<file path="src/rtl/pipe_seq_pkg.sv">
package pipe_seq_pkg;
  localparam int unsigned ILEN    = 32;
  localparam int unsigned CYC_LSB = 0;
  localparam int unsigned CYC_W   = 2;
  localparam int unsigned BR_BIT  = 4;
  localparam int unsigned TK_BIT  = 5;
  localparam int unsigned LNK_BIT = 6;
  localparam int unsigned OFF_LSB = 8;
  localparam int unsigned OFF_W   = ILEN - OFF_LSB;
  localparam int unsigned PC_AHEAD = 8;
  localparam int unsigned STEP     = 4;

  typedef struct packed {
    logic             br;
    logic             tk;
    logic             lnk;
    logic [CYC_W-1:0] extra;
  } ctl_t;
endpackage

</file>
<file path="src/rtl/ps_fetch.sv">
module ps_fetch #(
  parameter int unsigned AW = 32
) (
  input  logic          clk_i,
  input  logic          rst_ni,
  input  logic          req_en_i,
  input  logic          redir_i,
  input  logic [AW-1:0] redir_addr_i,
  output logic          req_o,
  output logic [AW-1:0] addr_o,
  output logic          rsp_v_o,
  output logic [AW-1:0] rsp_addr_o
);
  import pipe_seq_pkg::*;
  localparam logic [AW-1:0] INC = AW'(STEP);

  logic [AW-1:0] fpc_q, rsp_addr_q;
  logic          rsp_v_q;

  always_ff @(posedge clk_i or negedge rst_ni) begin
    if (!rst_ni) begin
      fpc_q      <= '0;
      rsp_v_q    <= 1'b0;
      rsp_addr_q <= '0;
    end else if (redir_i) begin
      // in-flight fall-through fetch is dropped
      fpc_q   <= redir_addr_i;
      rsp_v_q <= 1'b0;
    end else begin
      rsp_v_q <= req_en_i;
      if (req_en_i) begin
        fpc_q      <= fpc_q + INC;
        rsp_addr_q <= fpc_q;
      end
    end
  end

  assign req_o      = req_en_i;
  assign addr_o     = fpc_q;
  assign rsp_v_o    = rsp_v_q;
  assign rsp_addr_o = rsp_addr_q;
endmodule

</file>
<file path="src/rtl/ps_ibuf.sv">
module ps_ibuf #(
  parameter int unsigned AW = 32,
  parameter int unsigned IW = 32
) (
  input  logic          clk_i,
  input  logic          rst_ni,
  input  logic          clr_i,
  input  logic          take_i,
  input  logic          in_v_i,
  input  logic [AW-1:0] in_addr_i,
  input  logic [IW-1:0] in_word_i,
  output logic          hd_v_o,
  output logic [AW-1:0] hd_addr_o,
  output logic [IW-1:0] hd_word_o
);
  localparam int unsigned SLOTS = 2;

  logic [SLOTS-1:0]         v_q, v_n;
  logic [SLOTS-1:0][AW-1:0] a_q, a_n;
  logic [SLOTS-1:0][IW-1:0] w_q, w_n;

  always_comb begin
    v_n = v_q;
    a_n = a_q;
    w_n = w_q;
    if (clr_i) begin
      v_n = '0;
    end else if (take_i) begin
      if (v_q[0]) begin
        v_n[0] = v_q[1] | in_v_i;
        a_n[0] = v_q[1] ? a_q[1] : in_addr_i;
        w_n[0] = v_q[1] ? w_q[1] : in_word_i;
        v_n[1] = v_q[1] & in_v_i;
        a_n[1] = in_addr_i;
        w_n[1] = in_word_i;
      end else begin
        v_n = '0;  // incoming word consumed directly
      end
    end else if (!v_q[0]) begin
      v_n[0] = in_v_i;
      a_n[0] = in_addr_i;
      w_n[0] = in_word_i;
    end else if (!v_q[1]) begin
      v_n[1] = in_v_i;
      a_n[1] = in_addr_i;
      w_n[1] = in_word_i;
    end
  end

  always_ff @(posedge clk_i or negedge rst_ni) begin
    if (!rst_ni) begin
      v_q <= '0;
      a_q <= '0;
      w_q <= '0;
    end else begin
      v_q <= v_n;
      a_q <= a_n;
      w_q <= w_n;
    end
  end

  assign hd_v_o    = v_q[0] | in_v_i;
  assign hd_addr_o = v_q[0] ? a_q[0] : in_addr_i;
  assign hd_word_o = v_q[0] ? w_q[0] : in_word_i;
endmodule

</file>
<file path="src/rtl/ps_decode.sv">
module ps_decode #(
  parameter int unsigned AW = 32
) (
  input  logic                           [AW-1:0] addr_i,
  input  logic       [pipe_seq_pkg::ILEN-1:0]     word_i,
  output pipe_seq_pkg::ctl_t                      ctl_o,
  output logic                           [AW-1:0] tgt_o
);
  import pipe_seq_pkg::*;
  localparam int unsigned EXT = AW - OFF_W;

  logic [AW-1:0] off_ext;
  logic          rsv_unused;

  assign off_ext = {{EXT{word_i[ILEN-1]}}, word_i[OFF_LSB +: OFF_W]};
  assign tgt_o   = addr_i + AW'(PC_AHEAD) + (off_ext << 2);

  assign ctl_o.br    = word_i[BR_BIT];
  assign ctl_o.tk    = word_i[TK_BIT];
  assign ctl_o.lnk   = word_i[LNK_BIT];
  // branches always take a single execute cycle
  assign ctl_o.extra = word_i[BR_BIT] ? '0 : word_i[CYC_LSB +: CYC_W];

  assign rsv_unused = ^{word_i[OFF_LSB-1:LNK_BIT+1], word_i[BR_BIT-1:CYC_LSB+CYC_W]};
endmodule

</file>
<file path="src/rtl/ps_exec.sv">
module ps_exec #(
  parameter int unsigned AW = 32
) (
  input  logic               clk_i,
  input  logic               rst_ni,
  input  logic               dec_v_i,
  input  logic [AW-1:0]      dec_addr_i,
  input  pipe_seq_pkg::ctl_t dec_ctl_i,
  input  logic [AW-1:0]      dec_tgt_i,
  output logic               accept_o,
  output logic               valid_o,
  output logic               first_o,
  output logic               last_o,
  output logic [AW-1:0]      addr_o,
  output logic               flush_o,
  output logic [AW-1:0]      tgt_o,
  output logic               link_we_o,
  output logic [AW-1:0]      link_addr_o
);
  import pipe_seq_pkg::*;

  logic             v_q, first_q, br_q, tk_q, lnk_q, lwe_q;
  logic [CYC_W-1:0] rem_q;
  logic [AW-1:0]    addr_q, tgt_q, ladr_q;
  logic             done;

  assign done     = (rem_q == '0);
  assign accept_o = !v_q || done;
  assign flush_o  = v_q && br_q && tk_q;

  always_ff @(posedge clk_i or negedge rst_ni) begin
    if (!rst_ni) begin
      v_q     <= 1'b0;
      first_q <= 1'b0;
      br_q    <= 1'b0;
      tk_q    <= 1'b0;
      lnk_q   <= 1'b0;
      rem_q   <= '0;
      addr_q  <= '0;
      tgt_q   <= '0;
    end else if (accept_o) begin
      v_q     <= dec_v_i && !flush_o;
      first_q <= dec_v_i && !flush_o;
      br_q    <= dec_ctl_i.br;
      tk_q    <= dec_ctl_i.tk;
      lnk_q   <= dec_ctl_i.lnk;
      rem_q   <= dec_ctl_i.extra;
      addr_q  <= dec_addr_i;
      tgt_q   <= dec_tgt_i;
    end else begin
      rem_q   <= rem_q - 1'b1;
      first_q <= 1'b0;
    end
  end

  // return address written one cycle late, already pointing past the branch
  always_ff @(posedge clk_i or negedge rst_ni) begin
    if (!rst_ni) begin
      lwe_q  <= 1'b0;
      ladr_q <= '0;
    end else begin
      lwe_q  <= flush_o && lnk_q;
      ladr_q <= addr_q + AW'(STEP);
    end
  end

  assign valid_o     = v_q;
  assign first_o     = v_q && first_q;
  assign last_o      = v_q && done;
  assign addr_o      = addr_q;
  assign tgt_o       = tgt_q;
  assign link_we_o   = lwe_q;
  assign link_addr_o = ladr_q;
endmodule

</file>
<file path="src/rtl/pipe_seq.sv">
module pipe_seq #(
  parameter int unsigned AW = 32
) (
  input  logic          clk_i,
  input  logic          rst_ni,
  output logic          imem_req_o,
  output logic [AW-1:0] imem_addr_o,
  input  logic [31:0]   imem_rdata_i,
  output logic          exec_valid_o,
  output logic [AW-1:0] exec_pc_o,
  output logic          flush_o,
  output logic          retire_o,
  output logic [AW-1:0] retire_addr_o,
  output logic          link_we_o,
  output logic [AW-1:0] link_addr_o
);
  import pipe_seq_pkg::*;

  logic          req_en, rsp_v, hd_v, accept, ex_v, ex_first, ex_last, flush, take;
  logic [AW-1:0] rsp_addr, hd_addr, dec_tgt, ex_addr, ex_tgt;
  logic [ILEN-1:0] hd_word;
  ctl_t          dec_ctl;

  // fetch only while execute is empty or an instruction starts execute
  assign req_en = !ex_v || ex_first;
  assign take   = hd_v && accept && !flush;

  ps_fetch #(.AW(AW)) u_fetch (
    .clk_i        (clk_i),
    .rst_ni       (rst_ni),
    .req_en_i     (req_en),
    .redir_i      (flush),
    .redir_addr_i (ex_tgt),
    .req_o        (imem_req_o),
    .addr_o       (imem_addr_o),
    .rsp_v_o      (rsp_v),
    .rsp_addr_o   (rsp_addr)
  );

  ps_ibuf #(.AW(AW), .IW(ILEN)) u_ibuf (
    .clk_i     (clk_i),
    .rst_ni    (rst_ni),
    .clr_i     (flush),
    .take_i    (take),
    .in_v_i    (rsp_v),
    .in_addr_i (rsp_addr),
    .in_word_i (imem_rdata_i),
    .hd_v_o    (hd_v),
    .hd_addr_o (hd_addr),
    .hd_word_o (hd_word)
  );

  ps_decode #(.AW(AW)) u_dec (
    .addr_i (hd_addr),
    .word_i (hd_word),
    .ctl_o  (dec_ctl),
    .tgt_o  (dec_tgt)
  );

  ps_exec #(.AW(AW)) u_exec (
    .clk_i       (clk_i),
    .rst_ni      (rst_ni),
    .dec_v_i     (hd_v),
    .dec_addr_i  (hd_addr),
    .dec_ctl_i   (dec_ctl),
    .dec_tgt_i   (dec_tgt),
    .accept_o    (accept),
    .valid_o     (ex_v),
    .first_o     (ex_first),
    .last_o      (ex_last),
    .addr_o      (ex_addr),
    .flush_o     (flush),
    .tgt_o       (ex_tgt),
    .link_we_o   (link_we_o),
    .link_addr_o (link_addr_o)
  );

  assign exec_valid_o  = ex_v;
  assign exec_pc_o     = ex_addr + AW'(PC_AHEAD);
  assign flush_o       = flush;
  assign retire_o      = ex_last;
  assign retire_addr_o = ex_addr;
endmodule

</file>
<file path="config.mk">
export PLATFORM = sky130hd
export DESIGN_NAME = pipe_seq
export DESIGN_NICKNAME = d
export VERILOG_FILES = /design/src/rtl/pipe_seq_pkg.sv /design/src/rtl/ps_fetch.sv /design/src/rtl/ps_ibuf.sv /design/src/rtl/ps_decode.sv /design/src/rtl/ps_exec.sv /design/src/rtl/pipe_seq.sv
export SDC_FILE = /design/constraint.sdc
export NUM_CORES = 1
export LEC_CHECK = 0
export ABC_AREA = 1
export BUFFER_PORTS_ARGS = -buffer_cell sky130_fd_sc_hd__buf_2
export CAP_MARGIN = 40
export CORE_MARGIN = 5
export CORE_UTILIZATION = 60
export DETAILED_ROUTE_END_ITERATION = 6
export PLACE_DENSITY = 0.8
export SLEW_MARGIN = 20
export SYNTH_ARGS = -nofsm -noshare
export SYNTH_HDL_FRONTEND = slang
export SYNTH_HIERARCHICAL = 1
export SYNTH_SLANG_ARGS = --single-unit
</file>
<file path="constraint.sdc">
create_clock -name clk_i -period 3.8 [get_ports clk_i]
set_input_delay 0.38 -clock clk_i [delete_from_list [all_inputs] [get_ports clk_i]]
set_output_delay 0.38 -clock clk_i [all_outputs]
set_load 0.005 [all_outputs]
</file>
Word-level counts from Yosys, hierarchy flattened
Index checks and enable logic that the tools add are counted.
{"block": "op_classes", "bitwise": 4, "muxes": 22, "n_eq_ne": 1, "addsub": 6, "reduce_logical": 18}
{"operator": "$mux W32", "count": 8}
{"operator": "$mux W64", "count": 4}
{"operator": "$add A32 B3 Y32 const B", "count": 2}
{"operator": "$add A32 B4 Y32 const B", "count": 2}
{"operator": "$add A32 B32 Y32", "count": 1}
{"operator": "$mux W2", "count": 5}
{"operator": "$logic_and A1 B1 Y1", "count": 8}
{"operator": "$reduce_and A2 Y1", "count": 3}
{"operator": "$mux W1", "count": 5}
{"operator": "$reduce_bool A3 Y1", "count": 1}
{"operator": "$logic_not A1 Y1", "count": 2}
{"operator": "$logic_not A2 Y1", "count": 1}
{"operator": "$logic_or A1 B1 Y1", "count": 2}
{"operator": "$ne A2 B1 Y1 const B", "count": 1}
{"operator": "$or A1 B1 Y1", "count": 2}
{"operator": "$reduce_bool A2 Y1", "count": 1}
{"operator": "$sub A2 B1 Y2 const B", "count": 1}
{"operator": "$and A1 B1 Y1", "count": 1}
{"operator": "$not A1 Y1", "count": 1}
{"block": "word_totals", "output_inout_bits": 133, "wordCells": 70, "register_bits": 296, "in_bits": 34}

Depth between registers and ports, before layout
{"block": "logic_depth", "word_depth": 6, "ltp_mapped": 21, "depth_no_buf": 19}

By module
Netlist, hierarchy kept.
{"module": "ps_ibuf", "instances": 1, "cells_each": 1255, "seq_area_each_um2": 3253.1, "area_per_inst_um2": 7888.8}
{"module": "ps_exec", "instances": 1, "cells_each": 502, "seq_area_each_um2": 2602.5, "area_per_inst_um2": 4380.5}
{"module": "ps_fetch", "instances": 1, "cells_each": 431, "seq_area_each_um2": 1626.6, "area_per_inst_um2": 3372.0}
{"module": "ps_decode", "instances": 1, "cells_each": 484, "seq_area_each_um2": 0.0, "area_per_inst_um2": 2603.7}
{"module": "pipe_seq", "instances": 1, "cells_each": 170, "seq_area_each_um2": 0.0, "area_per_inst_um2": 832.0}

Worst setup path before layout
Ideal clock, no wire load.
{"block": "synth_timing", "path_type": "reg-to-reg", "startpoint": "register u_ibuf.v_q[0]", "endpoint": "register u_exec.tgt_q[31] (netlist: u_exec/tgt_o[31])", "period_less_slack_ps": 2713, "setup_ps": 116, "arrival_ps": 2596, "t_required_ps": 3684, "path_buffers": 2, "setup_slack_ps": 1087, "path_stages_with_launch": 21, "cell_sequence": "dfrtp_1 -> inv_2 -> buf_2 -> buf_2 -> nand2_1 -> nand2_1 -> inv_1 -> ha_1 -> inv_1 -> ha_1 -> fa_1 -> nand3_1 -> nand3_2 -> nand3_1 -> nand3_2 -> nand2_1 -> nand2_1 -> nand2_1 -> nand2_1 -> nand2_1 -> nand2_1"}
{"block": "synth_between", "elab_chain_cells": 3, "elab_cells_between_ends": 4, "cone_classes": "2 x add/sub; 2 x mux"}
{"item": "from (decl)", "line_no": "ps_ibuf.sv:18", "text": "logic [SLOTS-1:0] v_q, v_n;"}
{"item": "from (signal assigned)", "line_no": "ps_ibuf.sv:56", "text": "v_q <= v_n;"}
{"item": "$mux W32", "line_no": "ps_ibuf.sv:63", "text": "assign hd_addr_o = v_q[0] ? a_q[0] : in_addr_i;"}
{"item": "named net hd_addr[3]", "line_no": "pipe_seq.sv:20", "text": "logic [AW-1:0] rsp_addr, hd_addr, dec_tgt, ex_addr, ex_tgt;"}
{"item": "$add A32 B4 Y32", "line_no": "ps_decode.sv:16", "text": "assign tgt_o = addr_i + AW'(PC_AHEAD) + (off_ext << 2);"}
{"item": "$add A32 B32 Y32", "line_no": "ps_decode.sv:16"}
{"item": "named net dec_tgt[31]", "line_no": "pipe_seq.sv:20"}
{"item": "to (signal assigned)", "line_no": "ps_exec.sv:49", "text": "tgt_q <= dec_tgt_i;"}
{"item": "to (decl)", "line_no": "ps_exec.sv:24", "text": "logic [AW-1:0] addr_q, tgt_q, ladr_q;"}
The timed path passes the listed nets, and every way through them passes these cells. The select of a mux whose other input is x is not followed.
A chain may end at the register's enable or synchronous reset.

Worst setup path after layout
{"block": "layout_timing", "startpoint": "register u_ibuf.v_q[0]", "endpoint": "register u_exec.tgt_q[24] (netlist: u_exec/tgt_o[24])"}
Same word-level chain as after synthesis.

==> results_dict.tcl <==
set metrics [dict create \
    status "finished with violations" \
    violations "design-rule violations" \
    syn_area_sq_um 18700 \
    gp_congestion 0.960 \
    crit_chain "inv_2 > buf_4 > nand2_1 > nand2_1 > ha_1 > ha_1 > nand2_1 > nor2_1 > nand2_1 > nor2_1 > nand2_1 > nand3_1 > nand2_1 > nand2_1 > nand2_1 > nand2_1" \
    grt_pass1_wl_mm 93.5 \
    syn_nets 2884 \
    dp.cells 3250 \
    hold_class "in2reg" \
    synth_warnings 6 \
    vias 18800 \
    p_leak_nw 11.5 \
    start_util_pct 61.1 \
    port_buffers 163 \
    postCtsResizedCells 0 \
    drcViolationCount 3 \
    cpMostUsedCell "nand2_1" \
    antenna_found_initial 2 \
    gr-usage-all-layers_pct 32.3 \
    critPathTopFamily "simple AND/OR/NAND/NOR gates" \
    synth_area_per_cell_sq_um 6.72 \
    nets 2986 \
    path_buf_inv 2 \
    critPathMaxStageDelay_ns 0.43 \
    cts_tree "built" \
    die_area_sq_um 34900 \
    slew_violations 0 \
    peakVddDrop_uv 809 \
    cp.required_ns 4.31 \
    place_hpwl_mm 41.0 \
    dr_wl_met2_mm 26.7 \
    wl_met3_mm 5.23 \
    cts_sinks 293 \
    first_global_vias 17800 \
    vias_per_cell 5.66 \
    hold_viol 0 \
    power_density_nw_per_um2 1140 \
    ant_nets 0 \
    fin_cells 3312 \
    top_layer "met4" \
    cts_buffers 31 \
    slew_headroom_pct 38.4 \
    cpMaxStageDelayCell "dfrtp_2" \
    grt_overflow 0 \
    die_h_microns 187 \
    insertion_delay_ns 0.58 \
    maxCapViolations 0 \
    wl_per_cell_microns 17.6 \
    clk_pin_slew_ns 0.07 \
    core_area_sq_um 30700 \
    worst-endpoint-arrival_ns 3.71 \
    rsz0062_at_grt "false" \
    finalSetupViolCount 0 \
    tns_ns 0 \
    netlist_instances 2788 \
    finClkSkew_ns 0.0190 \
    wirelength_mm 58.2 \
    endpoint_kind "register" \
    max_freq_mhz 312 \
    io_pins 167 \
    max_slew.worst_pin.slew_ns 0.924 \
    syn_to_final_growth_pct 11.5 \
    wl_met1_mm 23.9 \
    cts_htree_levels 1 \
    cts_max_path_buffers 3 \
    drive_gt1_share_pct 11.4 \
    fin_crit_ns 3.20 \
    grt_max_degree 186 \
    cp_max_fo 20 \
    cts_root_buffer "clkbuf_16" \
    criticalPathCategory "reg2reg" \
    post_cts_buffers 0 \
    crit_path_start_kind "register" \
    finalCritPeriodShare_pct 84.2 \
    drt_first_pass_iters 7 \
    drtIter0Drc 1858 \
    fp-row-count 64 \
    die_w_microns 187 \
]
-- sequential cells by signal (all words and copies together), names as in the netlist, 2 cells and up --
register and flops:
u_ibuf/a_q 64, u_ibuf/w_q 58, u_exec/addr_o 32, u_exec/link_addr_o 32, u_exec/tgt_o 32, u_fetch/addr_o 32, u_fetch/rsp_addr_o 32, u_exec/rem_q 2
u_ibuf/v_q 2
-- final cells by class --
class	instances	area, sq um
Multi-Input combinational cell	2178	10100
Fill cell	2675	9790
Sequential cell	293	7330
Timing Repair Buffer	192	1150
Clock buffer	44	905
Inverter	194	734
Tap cell	396	495
Clock inverter	14	183
Antenna cell	1	2.50
-- repair_timing --
item | 4_1_cts | 5_1_grt
hold buffers | 1 | 0
setup endpoints to repair | 0 | 0
endpoints found under the hold margin | 100 | 0
-- worst paths after layout --
check	cells after the start	slack, ns	startpoint	to
hold reg to reg	0	0.44	u_exec/addr_o[0]$_DFFE_PN0P_	u_exec/link_addr_o[0]$_DFF_PN0_
setup / recovery	16	0.60	u_ibuf/v_q[0]$_DFF_PN0_	u_exec/tgt_o[24]$_DFFE_PN0P_
min in group asynchronous	2	0.45	rst_ni	u_exec/link_addr_o[21]$_DFF_PN0_
setup reg to reg	16	0.60	u_ibuf/v_q[0]$_DFF_PN0_	u_exec/tgt_o[24]$_DFFE_PN0P_
max in group asynchronous	3	2.31	rst_ni	u_exec/link_addr_o[6]$_DFF_PN0_
hold / removal	5	0.16	imem_rdata_i[1]	u_ibuf/w_q[33]$_DFFE_PN0P_
-- routing by layer --
metal  global-route usage [%]  vias up
met5                        0        -
met4                     12.1        0
met3                     5.23      150
met2                     51.9      951
met1                     44.3     8710
li1                         -     8947
-- metrics by stage --
stage	hold slack [ns]	setup slack, ns	cell area (sq um)	power [mW]	utilization [%]
6_report	0.158	0.599	20900	23.9	68.1
3_5_place_dp	0.414	0.671	19700	20.3	64.3
2_1_floorplan	0.0844	1.11	18700	16.0	-
3_3_place_gp	0.398	0.711	19700	19.8	64.2
5_1_grt	0.178	0.431	20900	26.0	68.1
4_1_cts	0.136	0.674	20800	23.6	67.9
-- worst register-to-register path: stages, from the launching register on --
cell and delay (ns):
dfrtp_2 0.43, inv_2 0.36, buf_4 0.26, nand2_1 0.08
nand2_1 0.25, ha_1 0.30, ha_1 0.40, nand2_1 0.12
nor2_1 0.18, nand2_1 0.12, nor2_1 0.11, nand2_1 0.07
nand3_1 0.09, nand2_1 0.06, nand2_1 0.15, nand2_1 0.09
nand2_1 0.09
-- cells in the final DEF (no fill, tap or decap), types with 30 or more instances in the layout --
master / count
ha_1: 61
dfrtp_1: 291
nand2_1: 1235
inv_1: 185
buf_2: 162
nor2_1: 290
nand3_1: 344
clkbuf_16: 31
o21ai_0: 30
xor2_1: 41
-- report_power, final --
part	internal, mW	total [mW]	switching (mW)
registers	4.69	6.05	1.36
clock network	1.92	3.23	1.30
logic	4.75	14.6	9.83
No activity file was read; power rests on OpenSTA's default activity.
